<file path="config.mk">
export PLATFORM = sky130hd
export DESIGN_NAME = bsr_chain
export DESIGN_NICKNAME = d
export VERILOG_FILES = /design/src/rtl/bsr_pkg.sv /design/src/rtl/bsr_cell.sv /design/src/rtl/bsr_out_stage.sv /design/src/rtl/bsr_chain.sv
export SDC_FILE = /design/constraint.sdc
export NUM_CORES = 1
export LEC_CHECK = 0
export ABC_AREA = 1
export CORE_MARGIN = 2
export CORE_UTILIZATION = 55
export DETAILED_ROUTE_END_ITERATION = 16
export DONT_BUFFER_PORTS = 1
export PLACE_DENSITY = 0.76
export RECOVER_POWER = 100
export SYNTH_ARGS = -nofsm -noshare
export SYNTH_HDL_FRONTEND = slang
export SYNTH_HIERARCHICAL = 1
export SYNTH_SLANG_ARGS = --single-unit
</file>
<file path="constraint.sdc">
create_clock -name tck -period 0.8 [get_ports tck]
set_input_delay 0 -clock tck [delete_from_list [all_inputs] [get_ports tck]]
set_output_delay 0 -clock tck [all_outputs]
set_load 0.005 [all_outputs]
</file>
<file path="src/rtl/bsr_pkg.sv">
package bsr_pkg;

  typedef enum logic [1:0] {
    PIN_BIDIR  = 2'd0,
    PIN_INPUT  = 2'd1,
    PIN_OUTPUT = 2'd2,
    PIN_RSVD   = 2'd3
  } pin_kind_e;

  // Upper bound on pins that the offset arithmetic walks over.
  localparam int MAX_PINS = 32;

  // Scan bits contributed by one pin of the given kind.
  function automatic int cell_width(logic [1:0] kind);
    return (kind == PIN_INPUT) ? 1 : 3;
  endfunction

  // Chain position of pin idx's first (TDO-side) bit; idx = pin count gives the length.
  function automatic int group_offset(logic [2*MAX_PINS-1:0] kinds, int idx);
    int acc;
    acc = 0;
    for (int j = 0; j < MAX_PINS; j++) begin
      if (j < idx) acc += cell_width(kinds[2*j +: 2]);
    end
    return acc;
  endfunction

endpackage

</file>
<file path="src/rtl/bsr_cell.sv">
module bsr_cell
  import bsr_pkg::*;
#(
  parameter logic [1:0] KIND = PIN_BIDIR,
  localparam int W = cell_width(KIND)
) (
  input  logic         tck,
  input  logic         trst_n,
  input  logic         cap_evt,
  input  logic         shf_evt,
  input  logic         ser_in,
  input  logic [W-1:0] cap_d,
  output logic [W-1:0] bits_q,
  output logic         ser_out
);

  generate
    if (W == 1) begin : g_single
      always_ff @(posedge tck or negedge trst_n) begin
        if (!trst_n)      bits_q <= '0;
        else if (cap_evt) bits_q <= cap_d;
        else if (shf_evt) bits_q <= ser_in;
      end
    end else begin : g_multi
      always_ff @(posedge tck or negedge trst_n) begin
        if (!trst_n)      bits_q <= '0;
        else if (cap_evt) bits_q <= cap_d;
        else if (shf_evt) bits_q <= {ser_in, bits_q[W-1:1]};
      end
    end
  endgenerate

  assign ser_out = bits_q[0];

  // all bits of the group take the values present at the capture edge
  assert_capture_loads_R4: assert property (@(posedge tck) disable iff (!trst_n)
    cap_evt |=> bits_q == $past(cap_d));

endmodule

</file>
<file path="src/rtl/bsr_out_stage.sv">
module bsr_out_stage (
  input  logic tck,
  input  logic trst_n,
  input  logic upd_evt,
  input  logic extest,
  input  logic scan_out_bit,
  input  logic scan_oe_bit,
  input  logic core_out,
  input  logic core_oe,
  output logic pad_out,
  output logic pad_oe
);

  logic lat_out;
  logic lat_oe;

  always_ff @(negedge tck or negedge trst_n) begin
    if (!trst_n) begin
      lat_out <= 1'b0;
      lat_oe  <= 1'b0;
    end else if (upd_evt) begin
      lat_out <= scan_out_bit;
      lat_oe  <= scan_oe_bit;
    end
  end

  assign pad_out = extest ? lat_out : core_out;
  assign pad_oe  = extest ? lat_oe  : core_oe;

  // latches only move on an update strobe
  assert_latch_hold_R6: assert property (@(negedge tck) disable iff (!trst_n)
    !upd_evt |=> $stable({lat_oe, lat_out}));

  // an update copies the scan bits seen at that falling edge
  assert_latch_load_R6: assert property (@(negedge tck) disable iff (!trst_n)
    upd_evt |=> {lat_oe, lat_out} == $past({scan_oe_bit, scan_out_bit}));

endmodule

</file>
<file path="src/rtl/bsr_chain.sv">
module bsr_chain
  import bsr_pkg::*;
#(
  parameter int                 N_PINS    = 6,
  parameter logic [2*N_PINS-1:0] PIN_KINDS = 12'b00_01_00_10_01_00
) (
  input  logic              tck,
  input  logic              trst_n,
  input  logic              tdi,
  input  logic              capture_dr,
  input  logic              shift_dr,
  input  logic              update_dr,
  input  logic              extest,
  output logic              tdo,
  input  logic [N_PINS-1:0] pad_in,
  input  logic [N_PINS-1:0] core_out,
  input  logic [N_PINS-1:0] core_oe,
  output logic [N_PINS-1:0] pad_out,
  output logic [N_PINS-1:0] pad_oe
);

  localparam logic [2*MAX_PINS-1:0] KINDS_W   = (2*MAX_PINS)'(PIN_KINDS);
  localparam int                    CHAIN_LEN = group_offset(KINDS_W, N_PINS);

  // Named events for the assertions.
  logic cap_evt;
  logic shf_evt;
  logic upd_evt;
  assign cap_evt = capture_dr;
  assign shf_evt = shift_dr & ~capture_dr;
  assign upd_evt = update_dr;

  logic [N_PINS:0]      ser;
  logic [CHAIN_LEN-1:0] chain_q;

  assign ser[N_PINS] = tdi;
  assign tdo         = ser[0];

  for (genvar i = 0; i < N_PINS; i++) begin : g_pin
    localparam logic [1:0] KIND = PIN_KINDS[2*i +: 2];
    localparam int         W    = cell_width(KIND);
    localparam int         OFF  = group_offset(KINDS_W, i);

    logic [W-1:0] cap_d;
    logic [W-1:0] bits_q;

    bsr_cell #(.KIND(KIND)) u_cell (
      .tck     (tck),
      .trst_n  (trst_n),
      .cap_evt (cap_evt),
      .shf_evt (shf_evt),
      .ser_in  (ser[i+1]),
      .cap_d   (cap_d),
      .bits_q  (bits_q),
      .ser_out (ser[i])
    );

    assign chain_q[OFF +: W] = bits_q;

    if (W == 1) begin : g_in_only
      logic unused_core;
      assign cap_d       = pad_in[i];
      assign pad_out[i]  = 1'b0;
      assign pad_oe[i]   = 1'b0;
      assign unused_core = core_out[i] ^ core_oe[i];
    end else begin : g_drive
      assign cap_d = {core_oe[i], core_out[i], pad_in[i]};
      bsr_out_stage u_out (
        .tck          (tck),
        .trst_n       (trst_n),
        .upd_evt      (upd_evt),
        .extest       (extest),
        .scan_out_bit (bits_q[1]),
        .scan_oe_bit  (bits_q[2]),
        .core_out     (core_out[i]),
        .core_oe      (core_oe[i]),
        .pad_out      (pad_out[i]),
        .pad_oe       (pad_oe[i])
      );
    end
  end

  // one step toward TDO with TDI entering the far end
  assert_shift_step_R5: assert property (@(posedge tck) disable iff (!trst_n)
    shf_evt |=> chain_q == {$past(tdi), $past(chain_q[CHAIN_LEN-1:1])});

  // capture wins over shift; pin 0's input bit is chain bit 0
  assert_capture_wins_R9: assert property (@(posedge tck) disable iff (!trst_n)
    (capture_dr && shift_dr) |=> tdo == $past(pad_in[0]));

  // idle edges leave the chain alone
  assert_idle_hold_R10: assert property (@(posedge tck) disable iff (!trst_n)
    (!capture_dr && !shift_dr) |=> $stable(chain_q));

endmodule

</file>
* After elaboration in Yosys (flattened, before gate mapping)
Index checks and enable logic that the tools add are counted.
Storage, ports and cells: register bits after elaboration 22, input port bits 25, output and inout port bits 13, logic and storage cells 37
Cells by class: muxes and demuxes 20, bitwise logic cells 2, reduce and logical (&&, ||, !) cells 1
Operator list (count):
- $mux 3 | 8
- $mux 1 | 12
- $reduce_bool 2->1 | 1
- $and 1x1->1 | 1
- $not 1->1 | 1

* Logic depth before layout (Yosys ltp)
depth in word-level cells 4, depth in mapped cells 6, depth with buffers taken out 6

* By module
The synthesis kept the hierarchy.
Modules (own cells, without submodules):
- bsr_cell at g_pin[0].u_cell ... | times used 4, cells an instance 18, area each 145.1 um^2, sequential area each 75.1 um^2
- bsr_out_stage | times used 4, cells an instance 16, area each 102.6 um^2, sequential area each 50.0 um^2
- bsr_cell at g_pin[1].u_cell ... | times used 2, cells an instance 11, area each 67.6 um^2, sequential area each 25.0 um^2
- bsr_chain | times used 1, cells an instance 7, area each 43.8 um^2, sequential area each 0.0 um^2

==> reports/qor.txt <==
area of the multi-input gates: 561.8 µm²
total gr overflow: 0
CTS Hold Buffers Added: 22
commonest non-fill, non-tap cell in the layout: nand2_1
worst vdd ir: 1.343 mV
ANT nets after route: 0
Synth Warn #: 6
Crit path buffers/inverters: 0
DRC Markers: 0
drt wl/cell: 14.46 µm
final net count: 229
routability cong.: 0.8172
hold_ws: -0.3527 ns
Slew Limit Fails: 0
I/O pin count: 38
Die ar.: 2453 µm²
CTS Sinks: 22
GR Util All Layers: 28.42%
CTS clk-pin slew, worst paths: 0.13 ns
Via-to-Cell Ratio: 5.091
Sequential Power Share: 52.9%
root buf cell: clkbuf_4
critical path's most frequent cell: nand2_2
initial antenna violation count: 0
dpl hpwl: 1677 µm
vias post-DR: 1171
max-cap violation count: 0
RSZ-0062 raised after global routing: true
Slew @ Worst Pin: 0.5564 ns
Die Y: 49.53 µm
Critical Path Source Type: flop
P_int: 0.001756 W
cell count after synthesis: 161
first-pass GRT wire length: 5299 µm
TritonCTS clock tree: yes
layout cells sized above 1: 25.62%
largest net degree at the start of global routing: 23
status: finished with violations
initial core utilization: 58.10%
Initial DRT Pass Iterations: 4
core box area: 1962 µm²
drt total wl: 3326 µm
Max clock buf depth: 2
Slew headroom: 62.91%
DP Worst Slack: -0.2302 ns
total CTS buffers: 3
switching portion of total power: 29.33%
final setup margin: -0.4824 ns
Worst-Skew Late Latency: 0.31 ns
Cell Rows: 16
Initial DRC Count: 32
critical-path maximum fanout: 2
slowest CP cell: dfrtn_1
Hold Crit Class: in2async
n_diodes: 0
pwr/cell area: 1527 nW/µm²
most frequent cells in the layout: 74 x nand2_1, 20 x dlygate4sd3_1, 17 x inv_1
Leakage: 0.8833 nW
register area: 550.5 µm²
Setup TNS Final: -5.971 ns
Crit path arrival time: 1.28 ns
Hold Violations, Final: 22
CP endpoint kind: output port
Setup CP Type: reg2out
Synth Cell Area: 1140 µm²
fillers: 125
setup violators final: 20
Core Util, Final: 82.91%
CP peak stage delay: 0.44 ns
Clock Skews: 0.01131 ns
Port-buffer cells: 0
Logic pwr share: 25.4%
Syn Area/Cell: 7.080 µm²
vias in the first global route: 1221
violated checks: hold timing, setup timing
Crit path required time: 0.80 ns
Largest delay share family, worst path: flip-flops
Die X-Extent: 49.53 µm
H-tree depth: 1
sequence of cells on the critical path: nand2_2, nand2_2
P&R area growth vs syn: 42.70%
final instance area: 1627 µm²
switching power total: 0.0007286 W
total power: 0.002485 W
dpl cell area: 1225 µm²
clock share of power: 21.8%
power by group through the flow:
stage               sequential [W]  combinational, W  clock (W)
CTS                        0.00131          0.000528   0.000553
global placement           0.00132          0.000340          0
floorplan                  0.00132          0.000259          0
global route               0.00132          0.000688   0.000602
finish                     0.00131          0.000630   0.000541
detailed placement         0.00133          0.000353          0
layer usage:
metal / global-route usage [%] / routed length [µm] / vias up
met2: 50.00 / 1801 / 33
li1: - / - / 564
met5: 0 / 0 / -
met4: 14.81 / 57 / 0
met3: 4.545 / 141 / 6
met1: 33.06 / 1325 / 568
final timing paths:
path,from,end,slack (ns),depth (start not counted)
max reg2reg,g_pin[0].u_cell/bits_q[1],g_pin[0].g_drive.u_out/lat_out,-0.27,2
min,trst_n,g_pin[0].u_cell/bits_q[0],-0.35,1
max,g_pin[2].g_drive.u_out/lat_oe,pad_oe[2],-0.48,2
min reg2reg,g_pin[2].g_drive.u_out/lat_out,g_pin[2].g_drive.u_out/lat_out,0.43,2
min in group tck,update_dr,g_pin[2].g_drive.u_out/lat_oe,0.08,2
max in group asynchronous,trst_n,g_pin[3].g_drive.u_out/lat_oe,0.46,1
sequential cells by signal (all words and copies together), names as in the netlist:
name / cells
g_pin.g_drive.u_out/lat_oe: 4
g_pin.g_drive.u_out/lat_out: 4
g_pin.u_cell/bits_q: 14
final cells by class:
cell class | instances | area share, %
Timing Repair Buffer | 41 | 23.08
Inverter | 21 | 4.846
Multi-Input combinational cell | 115 | 34.54
Tap cell | 27 | 2.077
Clock buffer | 4 | 1.615
Sequential cell | 22 | 33.85
metrics by stage:
stage	hold WS [ns]	instances
floorplan	-0.2956	164
global placement	-0.2950	194
detailed placement	-0.2950	194
CTS	-0.02719	224
global route	-0.3273	230
finish	-0.3527	230
worst reg2reg max path, stage by stage (launching register included):
cell and delay (ns):
dfrtp_1 0.42, nand2_1 0.07, nand2_1 0.04
what timing repair did:
action | in CTS | in global routing
setup endpoints to repair | 19 | 52
gates cloned | 0 | 0
setup buffers | 5 | 11
resized for setup | 8 | 24
pin swaps | 6 | 5
hold endpoints to repair | 36 | 22
Note: power is estimated with default switching activity, not from simulation.
